==> src/rtl/vxe_pkg.sv <==
package vxe_pkg;

    localparam int XW     = 10;          // column address bits
    localparam int YW     = 9;           // row address bits
    localparam int AW     = XW + YW;     // pixel address bits
    localparam int PW     = 16;          // pixel width
    localparam int WW     = 2 * PW;      // host word width
    localparam int Y_LSB  = 16;          // row field position in both words

    typedef struct packed {
        logic [XW-1:0] x;
        logic [YW-1:0] y;
        logic [XW:0]   w;
        logic [YW:0]   h;
    } rect_t;

    typedef enum logic [2:0] {
        ST_IDLE,
        ST_WR_WAIT,
        ST_WR_LO,
        ST_WR_HI,
        ST_RD_LO,
        ST_RD_HI,
        ST_RD_END,
        ST_RD_HAVE
    } xfer_state_t;

    // Field value zero stands for the full extent: prepend the zero flag.
    function automatic rect_t decode_rect(input logic [WW-1:0] pos,
                                          input logic [WW-1:0] size);
        rect_t r;
        r.x = pos[XW-1:0];
        r.y = pos[Y_LSB +: YW];
        r.w = {(size[XW-1:0] == '0), size[XW-1:0]};
        r.h = {(size[Y_LSB +: YW] == '0), size[Y_LSB +: YW]};
        return r;
    endfunction

    function automatic logic [AW-1:0] pix_addr(input logic [XW-1:0] x,
                                               input logic [YW-1:0] y);
        return {y, x};
    endfunction

    function automatic logic [PW-1:0] apply_mask(input logic [PW-1:0] p,
                                                 input logic m);
        return {p[PW-1] | m, p[PW-2:0]};
    endfunction

endpackage

==> src/rtl/vxe_cursor.sv <==
module vxe_cursor
    import vxe_pkg::*;
(
    input  logic          clk,
    input  logic          rst,
    input  logic          load,
    input  rect_t         rect_in,
    input  logic          step,
    output logic [AW-1:0] addr,
    output logic          last,
    output logic          spent
);

    rect_t         rect_q;
    logic [XW-1:0] col_q;
    logic [YW-1:0] row_q;
    logic          spent_q;
    logic [XW-1:0] cur_x;
    logic [YW-1:0] cur_y;
    logic          row_end;

    always_comb begin
        cur_x   = rect_q.x + col_q;          // truncation wraps modulo 1024
        cur_y   = rect_q.y + row_q;          // truncation wraps modulo 512
        row_end = ({1'b0, col_q} == rect_q.w - 1'b1);
        last    = row_end && ({1'b0, row_q} == rect_q.h - 1'b1);
    end

    assign addr  = pix_addr(cur_x, cur_y);
    assign spent = spent_q;

    always_ff @(posedge clk) begin
        if (rst) begin
            rect_q  <= '0;
            col_q   <= '0;
            row_q   <= '0;
            spent_q <= 1'b0;
        end else if (load) begin
            rect_q  <= rect_in;
            col_q   <= '0;
            row_q   <= '0;
            spent_q <= 1'b0;
        end else if (step && !spent_q) begin
            if (row_end) begin
                col_q <= '0;
                row_q <= row_q + 1'b1;
            end else begin
                col_q <= col_q + 1'b1;
            end
            if (last)
                spent_q <= 1'b1;
        end
    end

    // the column offset stays inside the loaded width
    p_col_in_rect_r4: assert property (@(posedge clk) disable iff (rst)
        (rect_q.w != '0) |-> ({1'b0, col_q} < rect_q.w));

    // the sequencer never steps a cursor that has finished
    p_no_step_after_end_r10: assert property (@(posedge clk) disable iff (rst)
        step |-> !spent_q);

endmodule

==> src/rtl/vxe_rd_pack.sv <==
module vxe_rd_pack
    import vxe_pkg::*;
(
    input  logic          clk,
    input  logic          rst,
    input  logic          cap_lo,
    input  logic          cap_hi,
    input  logic          zero_hi,
    input  logic [PW-1:0] din,
    output logic [WW-1:0] pair
);

    logic [PW-1:0] lo_q;
    logic [PW-1:0] hi_q;

    always_ff @(posedge clk) begin
        if (rst) begin
            lo_q <= '0;
            hi_q <= '0;
        end else begin
            if (cap_lo)
                lo_q <= din;
            if (cap_hi)
                hi_q <= din;
            else if (zero_hi)
                hi_q <= '0;
        end
    end

    assign pair = {hi_q, lo_q};

    // the upper half is cleared only when it is not also captured
    p_zero_excl_r8: assert property (@(posedge clk) disable iff (rst)
        zero_hi |-> !cap_hi);

endmodule

==> src/rtl/vram_xfer_engine.sv <==
module vram_xfer_engine
    import vxe_pkg::*;
(
    input  logic          clk,
    input  logic          rst,
    input  logic          start,
    input  logic          dir_read,
    input  logic [31:0]   pos_word,
    input  logic [31:0]   size_word,
    input  logic          mask_set,
    input  logic          wr_valid,
    input  logic [31:0]   wr_data,
    output logic          wr_ready,
    input  logic          rd_pop,
    output logic          rd_valid,
    output logic [31:0]   rd_data,
    output logic          mem_en,
    output logic          mem_we,
    output logic [18:0]   mem_addr,
    output logic [15:0]   mem_wdata,
    input  logic [15:0]   mem_rdata,
    output logic          busy,
    output logic          done
);

    xfer_state_t   state_q, state_d;
    logic [WW-1:0] word_q;
    logic          mask_q;
    logic          odd_q, odd_d;
    logic          done_q;
    logic          load, step, fin;
    logic          cap_lo, cap_hi, zero_hi;
    logic [AW-1:0] cur_addr;
    logic          cur_last, cur_spent;
    rect_t         rect_new;

    assign rect_new = decode_rect(pos_word, size_word);

    vxe_cursor u_cursor (
        .clk     (clk),
        .rst     (rst),
        .load    (load),
        .rect_in (rect_new),
        .step    (step),
        .addr    (cur_addr),
        .last    (cur_last),
        .spent   (cur_spent)
    );

    vxe_rd_pack u_pack (
        .clk     (clk),
        .rst     (rst),
        .cap_lo  (cap_lo),
        .cap_hi  (cap_hi),
        .zero_hi (zero_hi),
        .din     (mem_rdata),
        .pair    (rd_data)
    );

    always_comb begin
        state_d   = state_q;
        odd_d     = odd_q;
        load      = 1'b0;
        step      = 1'b0;
        fin       = 1'b0;
        mem_en    = 1'b0;
        mem_we    = 1'b0;
        mem_wdata = '0;
        wr_ready  = 1'b0;
        cap_lo    = 1'b0;
        cap_hi    = 1'b0;
        zero_hi   = 1'b0;
        unique case (state_q)
            ST_IDLE: begin
                if (start) begin
                    load    = 1'b1;
                    state_d = dir_read ? ST_RD_LO : ST_WR_WAIT;
                end
            end
            ST_WR_WAIT: begin
                wr_ready = 1'b1;
                if (wr_valid)
                    state_d = ST_WR_LO;
            end
            ST_WR_LO: begin
                mem_en    = 1'b1;
                mem_we    = 1'b1;
                mem_wdata = apply_mask(word_q[PW-1:0], mask_q);
                step      = 1'b1;
                if (cur_last) begin
                    fin     = 1'b1;
                    state_d = ST_IDLE;
                end else begin
                    state_d = ST_WR_HI;
                end
            end
            ST_WR_HI: begin
                mem_en    = 1'b1;
                mem_we    = 1'b1;
                mem_wdata = apply_mask(word_q[WW-1:PW], mask_q);
                step      = 1'b1;
                if (cur_last) begin
                    fin     = 1'b1;
                    state_d = ST_IDLE;
                end else begin
                    state_d = ST_WR_WAIT;
                end
            end
            ST_RD_LO: begin
                mem_en  = 1'b1;
                step    = 1'b1;
                odd_d   = cur_last;
                state_d = cur_last ? ST_RD_END : ST_RD_HI;
            end
            ST_RD_HI: begin
                cap_lo  = 1'b1;
                mem_en  = 1'b1;
                step    = 1'b1;
                state_d = ST_RD_END;
            end
            ST_RD_END: begin
                if (odd_q) begin
                    cap_lo  = 1'b1;
                    zero_hi = 1'b1;
                end else begin
                    cap_hi  = 1'b1;
                end
                state_d = ST_RD_HAVE;
            end
            ST_RD_HAVE: begin
                if (rd_pop) begin
                    if (cur_spent) begin
                        fin     = 1'b1;
                        state_d = ST_IDLE;
                    end else begin
                        state_d = ST_RD_LO;
                    end
                end
            end
            default: state_d = ST_IDLE;
        endcase
    end

    always_ff @(posedge clk) begin
        if (rst) begin
            state_q <= ST_IDLE;
            word_q  <= '0;
            mask_q  <= 1'b0;
            odd_q   <= 1'b0;
            done_q  <= 1'b0;
        end else begin
            state_q <= state_d;
            odd_q   <= odd_d;
            done_q  <= fin;
            if (load)
                mask_q <= mask_set & ~dir_read;
            if (wr_ready && wr_valid)
                word_q <= wr_data;
        end
    end

    assign mem_addr = cur_addr;
    assign busy     = (state_q != ST_IDLE);
    assign rd_valid = (state_q == ST_RD_HAVE);
    assign done     = done_q;

    // completion is a single-cycle pulse
    p_done_single_r10: assert property (@(posedge clk) disable iff (rst)
        done |=> !done);

    // busy only falls together with the completion pulse
    p_busy_fall_done_r10: assert property (@(posedge clk) disable iff (rst)
        (!busy && $past(busy)) |-> done);

    // write handshake is offered only during a transfer
    p_ready_busy_r7: assert property (@(posedge clk) disable iff (rst)
        wr_ready |-> busy);

    // no RAM traffic while idle
    p_mem_idle_r1: assert property (@(posedge clk) disable iff (rst)
        mem_en |-> busy);

    // masked writes always carry the top bit
    p_mask_bit_r6: assert property (@(posedge clk) disable iff (rst)
        (mem_we && mask_q) |-> mem_wdata[PW-1]);

    // the presented read word holds until popped
    p_rd_hold_r12: assert property (@(posedge clk) disable iff (rst)
        (rd_valid && !rd_pop) |=> (rd_valid && $stable(rd_data)));

    // a start seen while busy does not restart the cursor
    p_start_busy_r11: assert property (@(posedge clk) disable iff (rst)
        busy |-> !load);

endmodule

==> config.mk <==
export PLATFORM = sky130hd
export DESIGN_NAME = vram_xfer_engine
export DESIGN_NICKNAME = d
export VERILOG_FILES = /design/src/rtl/vxe_pkg.sv /design/src/rtl/vxe_cursor.sv /design/src/rtl/vxe_rd_pack.sv /design/src/rtl/vram_xfer_engine.sv
export SDC_FILE = /design/constraint.sdc
export NUM_CORES = 1
export LEC_CHECK = 0
export BUFFER_PORTS_ARGS = -buffer_cell sky130_fd_sc_hd__buf_2
export CELL_PAD_IN_SITES_DETAIL_PLACEMENT = 1
export CELL_PAD_IN_SITES_GLOBAL_PLACEMENT = 2
export CORE_MARGIN = 5
export CORE_UTILIZATION = 32
export DETAILED_ROUTE_END_ITERATION = 10
export GPL_ROUTABILITY_DRIVEN = 0
export PLACE_DENSITY = 0.91
export SYNTH_ARGS = -nofsm -noshare
export SYNTH_HDL_FRONTEND = slang
export SYNTH_SLANG_ARGS = --single-unit
==> constraint.sdc <==
create_clock -name clk -period 5.9 [get_ports clk]
set_input_delay 0.295 -clock clk [delete_from_list [all_inputs] [get_ports clk]]
set_output_delay 0.295 -clock clk [all_outputs]
set_load 0.03 [all_outputs]
==> metrics list, run 1 <==
- The flow ran to the end, and the final reports show no timing, DRC or antenna violations.
- The commonest cells after synthesis are 168 x sky130_fd_sc_hd__nand2_1, 130 x sky130_fd_sc_hd__dfxtp_1, 113 x sky130_fd_sc_hd__a21oi_1.
- Max layer used: met5
* Effective utilization at floorplan: 32.4%
* Wire length of the first global-routing pass: 32.0 mm
- Overall routing resource usage: 16.4%
* Share of flip-flops with an asynchronous set or reset: 0%
* Vias in the first global route: 6400
- Type of the setup path with the least slack: register to output port
- The number of antenna violations at the first check in global routing came to 2.
- CTS sink count: 130
- Minimum clock period: 3.16 ns
- In this run the remaining antenna-violating nets after routing total 0.
- Final WL: 19.3 mm
- Setup_tns: 0 ns
- In this run, CTS created clock tree buffers numbering 17.
* Number of cell rows: 52
- Estimated wirelength of the detail-placed design: 13.8 mm
* Overall overflow remaining after global route: 0
* Hold slack: 0.107 ns
- During placement, the flow inserted port buffers numbering 165.
- After detailed routing, the wire length on met1 is 8.86 mm.
* Level count of the clock H-tree: 4
- Top-level port count: 192
* Synth top area cells: sky130_fd_sc_hd__dfxtp_1 40%, sky130_fd_sc_hd__nand2_1 9.6%, sky130_fd_sc_hd__a21oi_1 8.6%, sky130_fd_sc_hd__mux2i_1 5.0%, sky130_fd_sc_hd__ha_1 4.6%
- Wire length on met3: 1.15 mm
- The later pin in the worst-skew pair is clocked with a latency of 0.42 ns.
* Instance count of the mapped netlist: 821
- The analysis attributes to cell leakage a power of 3.58 nW.
* Synth warnings: 0
* RSZ-0062 raised after global routing: false
* Hold WC Path Type: input port to register
- Share of layout cells above drive strength 1: 21.9%
* Via-to-Cell Ratio: 4.94
* Number of flip-flops and latches in the synthesized netlist: 130
- Via count: 6149
- Routed met2 length: 9.07 mm
* Yosys top cell area share: 39.7%
* Number of nets in the layout: 1107
- Summing every instance area after synthesis gives 6560 um^2.
* Post-synthesis to final-layout area growth: 24.8%
- Width of the die: 153 um
* CP Capture Type: output port
- In the final routed layout, each cell accounts on average for 15.5 um.
- Post-CTS timing repair inserted 0 buffers for setup.
- Measured against its own limit, the worst slew margin works out to 23.2%.
* Chip Height: 153 um
- Largest driver fanout on the critical path: 5
- Maximum clock skew at final layout: 0.00996 ns
- For this block, the initial DRC count from the detailed router was 259.
- Pwr/cell area: 379 nW/um^2
- Clock slew at the register clock pins of the worst setup and hold paths: 0.07 ns
- In the routed design, unresolved DRC markers number 0.
* Final-report max-slew violation count: 0
- The final critical path takes up 53.6% of the cycle.
* Count of flip-flops with a built-in enable after synthesis: 0
* Clock Path Buffers: 2
- For this run, the detailed router's first-pass iteration total came to 4.
* Bufs and invs on worst path: 3
* Most instantiated library cell after synthesis: sky130_fd_sc_hd__nand2_1
- For this run, the slowest stage of the critical path takes 0.46 ns.
* TritonCTS clock tree: done
- STA puts the critical path data required time at 5.61 ns.
- Counting instances, the worst hold path has a depth of 3.
- Die Footprint: 23500 um^2
- Post-cts resize count: 0
- Number of max-cap violations: 0
- The biggest area contributor in the post-synthesis netlist is sky130_fd_sc_hd__dfxtp_1.
- Slowest stage cell on the critical path: sky130_fd_sc_hd__dfxtp_1
- Antenna Diode Count: 0
* Avg Cell Area, Syn: 7.99 um^2
- CTS root buf: sky130_fd_sc_hd__clkbuf_16
- For this run, the register share of the synthesized area comes to 39.7%.
- Hold repair after CTS inserted 0 buffers.
- Among all flip-flop cells after synthesis, the most frequent one is sky130_fd_sc_hd__dfxtp_1.
- Actual transition at the worst max-transition pin: 1.15 ns
* IR drop worst, VDD: 195 uV
- Nature of the critical path startpoint: register
- Yosys mapped the design onto 57 distinct sky130hd cell types.
- The number of nets handed over by synthesis was 966.
- For the worst setup path, the data arrival time is 2.87 ns.
- R2R depth: 9
- The number of hold violations in the final report came to 0.
- FMAX: 0.316 GHz
- Maximum number of pins on one net before global-route repair: 62
- Total stage count of the critical path: 11
- Setup violations remaining at the end of the flow were counted as 0.
- Cell-by-cell listing of the critical path: ha_1 > inv_1 > fa_1 > inv_1 > a21oi_1 > o21bai_1 > a21o_1 > a21oi_1 > o21ai_0 > xnor2_1 > buf_2
* Core area: 20200 um^2
* Largest delay share family, worst path: compound AO/OA/AOI/OAI gates
## path summary, 6_finish.rpt
check / start / slack, ns / end
worst max-delay path: u_cursor.row_q[0] / 2.74 / mem_addr[18]
worst min-delay path: wr_data[14] / 0.11 / word_q[14]
worst max register to register: u_cursor.rect_q[10] / 2.76 / u_cursor.row_q[3]
worst min register to register: word_q[11] / 0.45 / word_q[11]
## power breakdown
part / leakage [nW] / internal (mW) / total, mW / switching, mW
Combinational: 2.23 / 0.342 / 0.937 / 0.595
Sequential: 1.05 / 0.975 / 1.07 / 0.0942
Clock: 0.298 / 0.643 / 1.10 / 0.453
## layer usage
metal  global-route usage [%]  vias up
met5                        0        -
met4                     3.78        4
met3                     5.91       15
met2                     27.1      114
met1                     20.5     2920
li1                         -     3096
## kinds of logic after synthesis
group,after synthesis,synth area share [%]
adder cells (fa/ha/maj),26,5.19
multiplexers,33,5.03
flip-flops,130,39.7
buffers and inverters,77,4.44
XOR/XNOR,45,6.24
AND/OR/NAND/NOR,346,24.6
AO/OA/AOI/OAI,164,14.9
## sequential cells by signal, indices dropped and copies added, names as in the netlist
signal,cells
u_cursor.rect_q,40
mask_q,1
u_cursor.row_q,9
word_q,32
u_pack.lo_q,16
odd_q,1
u_pack.hi_q,16
state_q,3
u_cursor.spent,1
u_cursor.col_q,10
done,1
## metrics by stage
step / instances / util [%] / total power, mW / cell area (um^2) / setup WS [ns]
CTS: 1245 / 40.5 / 3.15 / 8190 / 2.72
detailed placement: 1213 / 37.5 / 2.04 / 7580 / 2.76
finish: 1245 / 40.5 / 3.10 / 8190 / 2.74
floorplan: 821 / - / 1.77 / 6560 / 3.29
global placement: 1213 / 37.5 / 2.01 / 7580 / 2.87
global route: 1245 / 40.5 / 3.30 / 8190 / 2.52
## placed cells by master (no fill, tap or decap), types with 9 or more instances in the layout
cell,n
sky130_fd_sc_hd__a21oi_1,113
sky130_fd_sc_hd__xor2_1,20
sky130_fd_sc_hd__o21ai_0,9
sky130_fd_sc_hd__nor3_1,9
sky130_fd_sc_hd__mux2i_1,33
sky130_fd_sc_hd__nor2_1,70
sky130_fd_sc_hd__ha_1,24
sky130_fd_sc_hd__clkbuf_16,17
sky130_fd_sc_hd__nor3b_1,19
sky130_fd_sc_hd__xnor2_1,24
sky130_fd_sc_hd__nand2_1,168
sky130_fd_sc_hd__dfxtp_1,130
sky130_fd_sc_hd__buf_2,164
sky130_fd_sc_hd__or4_1,10
sky130_fd_sc_hd__nand3_1,17
sky130_fd_sc_hd__inv_1,30
## cell type report
cell class,count,area (um^2)
well taps,270,338
clock inverters,15,183
inverters,30,113
flip-flops and latches,130,2600
fillers,2519,12000
repair buffers,169,858
multi-input cells,614,3670
clock buffers,17,425
## worst reg2reg max path, stage by stage (launching register included)
cell,delay (ns)
sky130_fd_sc_hd__dfxtp_1,0.48
sky130_fd_sc_hd__inv_1,0.08
sky130_fd_sc_hd__ha_1,0.26
sky130_fd_sc_hd__o21ba_1,0.19
sky130_fd_sc_hd__a221oi_1,0.29
sky130_fd_sc_hd__a41oi_1,0.12
sky130_fd_sc_hd__a2111oi_4,0.47
sky130_fd_sc_hd__nand4_2,0.42
sky130_fd_sc_hd__or4_1,0.60
sky130_fd_sc_hd__a21oi_1,0.16
Note: power is estimated with default switching activity, not from simulation.
==> run 2, diff against run 1 <==
--- a/config.mk
+++ b/config.mk
@@ -9,10 +9,10 @@
 export CELL_PAD_IN_SITES_DETAIL_PLACEMENT = 1
 export CELL_PAD_IN_SITES_GLOBAL_PLACEMENT = 2
 export CORE_MARGIN = 5
-export CORE_UTILIZATION = 32
+export CORE_UTILIZATION = 29
 export DETAILED_ROUTE_END_ITERATION = 10
 export GPL_ROUTABILITY_DRIVEN = 0
-export PLACE_DENSITY = 0.91
+export PLACE_DENSITY = 0.84
 export SYNTH_ARGS = -nofsm -noshare
 export SYNTH_HDL_FRONTEND = slang
 export SYNTH_SLANG_ARGS = --single-unit
==> constraint.sdc (replaced) <==
create_clock -name clk -period 3.03 [get_ports clk]
set_input_delay 0.1515 -clock clk [delete_from_list [all_inputs] [get_ports clk]]
set_output_delay 0.1515 -clock clk [all_outputs]
set_load 0.03 [all_outputs]
==> run 2 against run 1 <==
Against the previous run: power grew 100%; register-to-register slack got worse by 2.5 ns; sequential share of layout area down 3.3 points; sequential power rose by 95%; clock-buffer cell count did not move; die area grew 9.7%; wire length rose by 9.1%; global-route usage up 0.15 points; critical endpoint is now mem_addr[9]; largest power group unchanged; highest routed layer unchanged.
==> metrics list, run 2 (same netlist as run 1, synthesis figures left out) <==
* Part of the power in the clock network: 34.7% (was 35.3%)
* Largest registers in the final layout: u_cursor.rect_q (40), word_q (32) (unchanged)
* Setup_tns: 0 ns (unchanged)
- Number of flip-flops under the largest register name: 40 (unchanged)
- Overall routing resource usage: 16.5% (was 16.4%)
* CTS root buf: sky130_fd_sc_hd__clkbuf_16 (unchanged)
- The number of max-slew violations in the final report was 0 (unchanged).
* Sequential share of power: 33.7% (was 34.5%)
* Commonest cells after routing, fill and taps aside: 168 x sky130_fd_sc_hd__nand2_1, 164 x sky130_fd_sc_hd__buf_2, 128 x sky130_fd_sc_hd__dfxtp_1 (was 168 x sky130_fd_sc_hd__nand2_1, 164 x sky130_fd_sc_hd__buf_2, 130 x sky130_fd_sc_hd__dfxtp_1)
* Number of nets in the layout: 1203 (was 1107)
- Slowest stage cell on the critical path: sky130_fd_sc_hd__dfxtp_1 (unchanged)
- The cell row count is 55 (was 52).
- The total number of H-tree levels is 4 (unchanged).
- TritonCTS clock tree: done (unchanged)
- Required time of the critical path: 2.88 ns (was 5.61 ns)
- The detail-routed net length per standard cell was 15.5 um (about the same).
- Remaining antenna violation count after routing: 0 (unchanged)
- The share of post-route cells with drive strength above 1 is 21.5% (was 21.9%).
- Hold WC Path Type: input port to register (unchanged)
* Width of the die: 160 um (was 153 um)
- The worst path arrival time is 2.63 ns (was 2.87 ns).
- Antenna violations before repair: 2 (unchanged)
* Chip Height: 160 um (was 153 um)
* Clock slew at the register clock pins of the worst setup and hold paths: 0.06 ns (was 0.07 ns)
- Actual transition at the worst max-transition pin: 0.925 ns (was 1.15 ns)
- Leak Pwr: 4.00 nW (was 3.58 nW)
* Nature of the critical path startpoint: register (unchanged)
* Run status: complete, no violations (unchanged)
* Vias in the first global route: 7016 (was 6400)
- Final setup violation count: 0 (unchanged)
- The total setup buffers inserted after CTS was 0 (unchanged).
- Final Hold Vio Count: 0 (unchanged)
* Delay of the slowest critical-path stage: 0.46 ns (about the same)
- The internal power came to 3.94 mW (was 1.96 mW).
- Cell-by-cell listing of the critical path: ha_1 > a21o_1 > a21oi_1 > o21bai_1 > a21oi_1 > o21ai_1 > and4_1 > nor3_1 > buf_2 (was ha_1 > inv_1 > fa_1 > inv_1 > a21oi_1 > o21bai_1 > a21o_1 > a21oi_1 > o21ai_0 > xnor2_1 > buf_2)
* Filler Cell Count: 2708 (was 2519)
- CP Capture Type: output port (unchanged)
* IR drop worst, VDD: 336 uV (was 195 uV)
* Insertion delay to the later sink of the worst-skew pair: 0.42 ns (about the same)
* Pwr/cell area: 680 nW/um^2 (was 379 nW/um^2)
- The number of port buffers came to 165 (unchanged).
* Post-synthesis to final-layout area growth: 39.5% (was 24.8%)
- Minimum clock period: 2.78 ns
* Clock Path Buffers: 2 (unchanged)
- Dividing the final minimum period by the clock period gives 91.7%.
- The placed instance count was 1241 (was 1213).
* Maximum clock skew at final layout: 0.00900 ns (was 0.00996 ns)
- DRC violations left: 0 (unchanged)
- RSZ-0062 raised after global routing: false (unchanged).
- Counting stages on the worst path, the most repeated cell is sky130_fd_sc_hd__a21oi_1.
- The commonest non-fill, non-tap cell in the layout was sky130_fd_sc_hd__nand2_1 (unchanged).
- Effective utilization at floorplan: 29.2% (was 32.4%)
- The global route total overflow came to 0 (unchanged).
- Die Footprint: 25700 um^2 (was 23500 um^2)
- The area of the core came to 22400 um^2 (was 20200 um^2).
* Wire length on met3: 931 um (was 1.15 mm)
* Final cell count without fillers: 1356 (was 1245)
- The post-layout utilization of the core was 40.8% (was 40.5%).
* Wire length of the first global-routing pass: 35.3 mm (was 32.0 mm)
* Number of max-cap violations: 0 (unchanged)
- The post-route met1 wirelength came to 9.29 mm (was 8.86 mm).
- Max transition margin: 38.2% (was 23.2%)
- Detailed-routing iteration count for the pre-antenna-repair pass: 4 (unchanged)
- Estimated wirelength of the detail-placed design: 14.4 mm (was 13.8 mm)
- The most flop-heavy register is u_cursor.rect_q (unchanged).
- Starting DRT DRC Count: 204 (was 259)
- The I/O pin count was 192 (unchanged).
- CTS sink count: 130 (unchanged)
- Largest driver fanout on the critical path: 6 (was 5)
* Via count: 6529 (was 6149)
- The number of vias per cell after detailed routing came to 4.81 (was 4.94).
* Switching share of total power: 36.7% (was 36.8%)
* Switching power: 2.28 mW (was 1.14 mW)
* Total power of the final layout: 6.22 mW (was 3.10 mW)
- FMAX: 0.360 GHz
- Antenna Diode Count: 0 (unchanged)
- Number of buffers inserted during clock tree synthesis: 17 (unchanged)
- The maximum number of pins on one net before global-route repair came to 64 (was 62).
* Routed met2 length: 10.4 mm (was 9.07 mm)
- Final WL: 21.0 mm (was 19.3 mm)
- The part of the total power dissipated in combinational logic was 31.7% (was 30.2%).
* Type of the setup path with the least slack: register to output port (unchanged)
* Max layer used: met5 (unchanged)
run 2: power groups by stage:
stage	sequential [mW]	clock [mW]	combinational, mW
2_1_floorplan	2.09	0	1.37
3_3_place_gp	2.12	0	1.86
3_5_place_dp	2.13	0	1.90
4_1_cts	2.09	2.22	2.00
5_1_grt	2.13	2.30	2.19
6_report	2.09	2.16	1.97
run 2: final cells by class:
class	count	area, um^2	share of cell area [%]
Multi-Input combinational cell	614	3670	40.1
Timing Repair Buffer	265	1800	19.7
Inverter	30	113	1.23
Tap cell	285	357	3.90
Clock buffer	17	425	4.65
Sequential cell	130	2610	28.5
Clock inverter	15	183	2.00
run 2: per-layer routing:
layer,vias to the layer above,GRT usage (%)
met5,-,0
met4,4,5.01
met3,33,4.54
met2,119,29.2
met1,3088,19.6
li1,3285,-
run 2: worst paths after layout:
kind | start | to | slack [ns] | depth (start not counted)
worst max-delay path | u_cursor.col_q[1] | mem_addr[9] | 0.25 | 9
worst min-delay path | pos_word[20] | u_cursor.rect_q[25] | 0.01 | 3
worst max register to register | u_cursor.rect_q[11] | u_cursor.row_q[3] | 0.27 | 10
worst min register to register | word_q[31] | word_q[31] | 0.45 | 2
run 2: what timing repair did:
item                                    CTS  global route
hold buffers                             83             0
resized for setup                         0             4
hold endpoints to repair                 83             0
endpoints found under the setup margin    0             7
run 2: stage by stage:
stage	instance area (um^2)	hold slack (ns)	setup slack [ns]
after floorplan	6560	0.287	0.555
after global routing	9150	0.0140	0.00697
after detailed placement	7710	0.400	0.167
after CTS	9150	0.000907	0.121
after global placement	7710	0.395	0.252
final	9150	0.0138	0.251
run 2: worst max-delay path: cells and delay by family, from the launching register on:
| family | cells | cell delay (ns) |
|---|---|---|
| adders and majority gates | 1 | 0.28 |
| DFF | 1 | 0.46 |
| AOI/OAI and AO/OA | 5 | 0.88 |
| buffers and inverters | 1 | 0.22 |
| and+or+nand+nor | 2 | 0.38 |
==> run 3, diff against run 2 <==
--- a/config.mk
+++ b/config.mk
@@ -13,6 +13,7 @@
 export DETAILED_ROUTE_END_ITERATION = 10
 export GPL_ROUTABILITY_DRIVEN = 0
 export PLACE_DENSITY = 0.84
+export RECOVER_POWER = 100
 export SYNTH_ARGS = -nofsm -noshare
 export SYNTH_HDL_FRONTEND = slang
 export SYNTH_SLANG_ARGS = --single-unit
==> run 3 against run 2 <==
Against the previous run: combinational power about the same; power down 0.47%; global-route usage unchanged; critical path depth unchanged; sequential share of layout area up 0.25 points; highest routed layer unchanged; via count up 0.41%; register-to-register slack about the same.
==> metrics list, run 3 (same netlist as run 1, synthesis figures left out) <==
- Run status: complete, no violations (unchanged)
* Nature of the critical path startpoint: register (unchanged)
- Overall routing resource usage: 16.5% (unchanged)
- Commonest cells after routing, fill and taps aside: 168 x sky130_fd_sc_hd__nand2_1, 128 x sky130_fd_sc_hd__dfxtp_1, 113 x sky130_fd_sc_hd__a21oi_1 (was 168 x sky130_fd_sc_hd__nand2_1, 164 x sky130_fd_sc_hd__buf_2, 128 x sky130_fd_sc_hd__dfxtp_1)
- The area growth from synthesis to layout came to 38.3% (was 39.5%).
* Minimum clock period: 2.78 ns (about the same)
- Antenna violations before repair: 2 (unchanged)
- The share of post-route cells with drive strength above 1 is 16.3% (was 21.5%).
- The post-route worst setup slack is 0.251 ns (about the same).
- Clock slew at the register clock pins of the worst setup and hold paths: 0.06 ns (about the same)
* Arr. time, crit path: 2.63 ns (about the same)
- The commonest non-fill, non-tap cell in the layout was sky130_fd_sc_hd__nand2_1 (unchanged).
* Final setup violation count: 0 (unchanged)
* Core area: 22400 um^2 (unchanged)
- The leakage power summed over all cells was 3.75 nW (was 4.00 nW).
* CP Capture Type: output port (unchanged)
* Largest driver fanout on the critical path: 6 (unchanged)
* IR drop worst, VDD: 336 uV (about the same)
- Sequential share of power: 33.8% (was 33.7%)
- The number of nets in the finished design is 1203 (unchanged).
- Sequential Area: 2610 um^2 (unchanged)
- The number of flip-flops in the largest register was 40 (unchanged).
* Final Hold Vio Count: 0 (unchanged)
- Final cell count without fillers: 1356 (unchanged)
* Placed insts: 1241 (unchanged)
- The die outline width came to 160 um (unchanged).
* Maximum number of pins on one net before global-route repair: 64 (unchanged)
- TritonCTS clock tree: done (unchanged)
- The number of max-slew violations in the final report came to 0 (unchanged).
- Type of the setup path with the least slack: register to output port (unchanged)
- The I/O pin count is 192 (unchanged).
* Remaining antenna violation count after routing: 0 (unchanged)
* Wire length of the first global-routing pass: 35.3 mm (unchanged)
- The number of buffers created by CTS was 17 (unchanged).
* RSZ-0062 raised after global routing: false (unchanged)
- The number of vias per cell after detailed routing came to 4.83 (was 4.81).
- The detailed placement HPWL came to 14.4 mm (unchanged).
- The area occupied by multi-input gates was 3670 um^2 (unchanged).
- The number of fillers in the final layout is 2738 (was 2708).
- The tightest slew margin relative to the limit is 38.0% (was 38.2%).
* Switching share of total power: 36.9% (was 36.7%)
- The number of vias in the routed layout came to 6556 (was 6529).
* Vias in the first global route: 7016 (unchanged)
* Insertion delay to the later sink of the worst-skew pair: 0.42 ns (about the same)
- CTS sink count: 130 (unchanged)
- The share of the clock period used by the worst path is 91.7% (about the same).
- Power Internal: 3.91 mW (was 3.94 mW)
* Number of cell rows: 55 (unchanged)
- Clock Path Buffers: 2 (unchanged)
* Hold WC Path Type: input port to register (unchanged)
* Setup_tns: 0 ns (unchanged)
* Overall overflow remaining after global route: 0 (unchanged)
- Largest registers in the final layout: u_cursor.rect_q (40), word_q (32) (unchanged)
- The count of routing violations after the opening detailed-route iteration is 190 (was 204).
- DRC violations left: 0 (unchanged)
- Maximum clock skew at final layout: 0.00915 ns (was 0.00900 ns)
- The die footprint came to 25700 um^2 (unchanged).
- The final instance area is 9070 um^2 (was 9150 um^2).
- Antenna Diode Count: 0 (unchanged)
- The most flop-heavy register was u_cursor.rect_q (unchanged).
* Effective utilization at floorplan: 29.2% (unchanged)
- Pwr/cell area: 682 nW/um^2 (was 680 nW/um^2)
- The detailed-routing iteration count for the pre-antenna-repair pass is 4 (unchanged).
- Number of max-cap violations: 0 (unchanged)
* Chip Height: 160 um (unchanged)
- Required time of the critical path: 2.88 ns (about the same)
- The buffer type at the clock tree root is sky130_fd_sc_hd__clkbuf_16 (unchanged).
* Final WL: 21.0 mm (about the same)
- Wirelength per Cell: 15.5 um (about the same)
- Placed cell area: 7710 um^2 (unchanged)
* Switching power: 2.28 mW (about the same)
- The total number of H-tree levels came to 4 (unchanged).
* Buffer count from post-CTS setup fixing: 0 (unchanged)
- The slew at the pin closest to its max-slew limit came to 0.927 ns (was 0.925 ns).
- The share of power burned in the clock network was 34.8% (was 34.7%).
- Pre-CTS worst setup slack: 0.167 ns (unchanged)
* Total power of the final layout: 6.19 mW (was 6.22 mW)
- Port Buffers: 165 (unchanged)
* Gate power share: 31.4% (was 31.7%)
* FMAX: 0.360 GHz (about the same)
-- run 3: cell count changes in the layout (fill, tap and decap cells not counted), sizes merged --
cell | before | now
clkbuf | 17 | 92
buf | 182 | 107
-- run 3: routing by layer --
layer  wire length, um  GRT usage (%)
met2             10400           29.2
met1              9250           19.6
met4               411           5.01
met5                14              0
met3               954           4.54
-- run 3: metrics by stage --
step / hold WS (ns) / util [%]
after floorplan: 0.287 / -
after global placement: 0.395 / 34.4
after detailed placement: 0.400 / 34.4
after CTS: 0.000907 / 40.8
after global routing: 0.0140 / 40.4
final: 0.0180 / 40.4
-- run 3: final cells by class --
cell class	count	area share (%)
clock buffer	17	4.69
inverter	30	1.24
timing repair buffer	265	19.0
multi-input combinational	614	40.5
tap	285	3.93
sequential	130	28.7
clock inverter	15	2.01
-- run 3: worst paths after layout --
path | endpoint | startpoint | slack, ns | cells after the start
min | u_cursor.rect_q[25] | pos_word[20] | 0.02 | 3
max | mem_addr[9] | u_cursor.col_q[1] | 0.25 | 9
min reg2reg | word_q[31] | word_q[31] | 0.45 | 2
max reg2reg | state_q[1] | u_cursor.rect_q[0] | 0.27 | 7
-- run 3: repair_timing --
action	in CTS	in global routing
gates resized for setup	0	4
hold endpoints to repair	83	0
hold buffers	83	0
setup endpoints to repair	0	7
-- run 3: power groups by stage --
stage / sequential (mW) / combinational, mW / clock [mW]
after floorplan: 2.09 / 1.37 / 0
after global placement: 2.12 / 1.86 / 0
after detailed placement: 2.13 / 1.90 / 0
after CTS: 2.09 / 2.00 / 2.22
after global routing: 2.13 / 2.16 / 2.30
final: 2.09 / 1.94 / 2.15
-- run 3: critical path, stage by stage (launching register included) --
cell	delay (ns)
sky130_fd_sc_hd__dfxtp_1	0.45
sky130_fd_sc_hd__ha_1	0.28
sky130_fd_sc_hd__a21o_1	0.15
sky130_fd_sc_hd__a21oi_1	0.22
sky130_fd_sc_hd__o21bai_1	0.09
sky130_fd_sc_hd__a21oi_1	0.24
sky130_fd_sc_hd__o21ai_1	0.18
sky130_fd_sc_hd__and4_1	0.22
sky130_fd_sc_hd__nor3_1	0.16
sky130_fd_sc_hd__buf_2	0.22
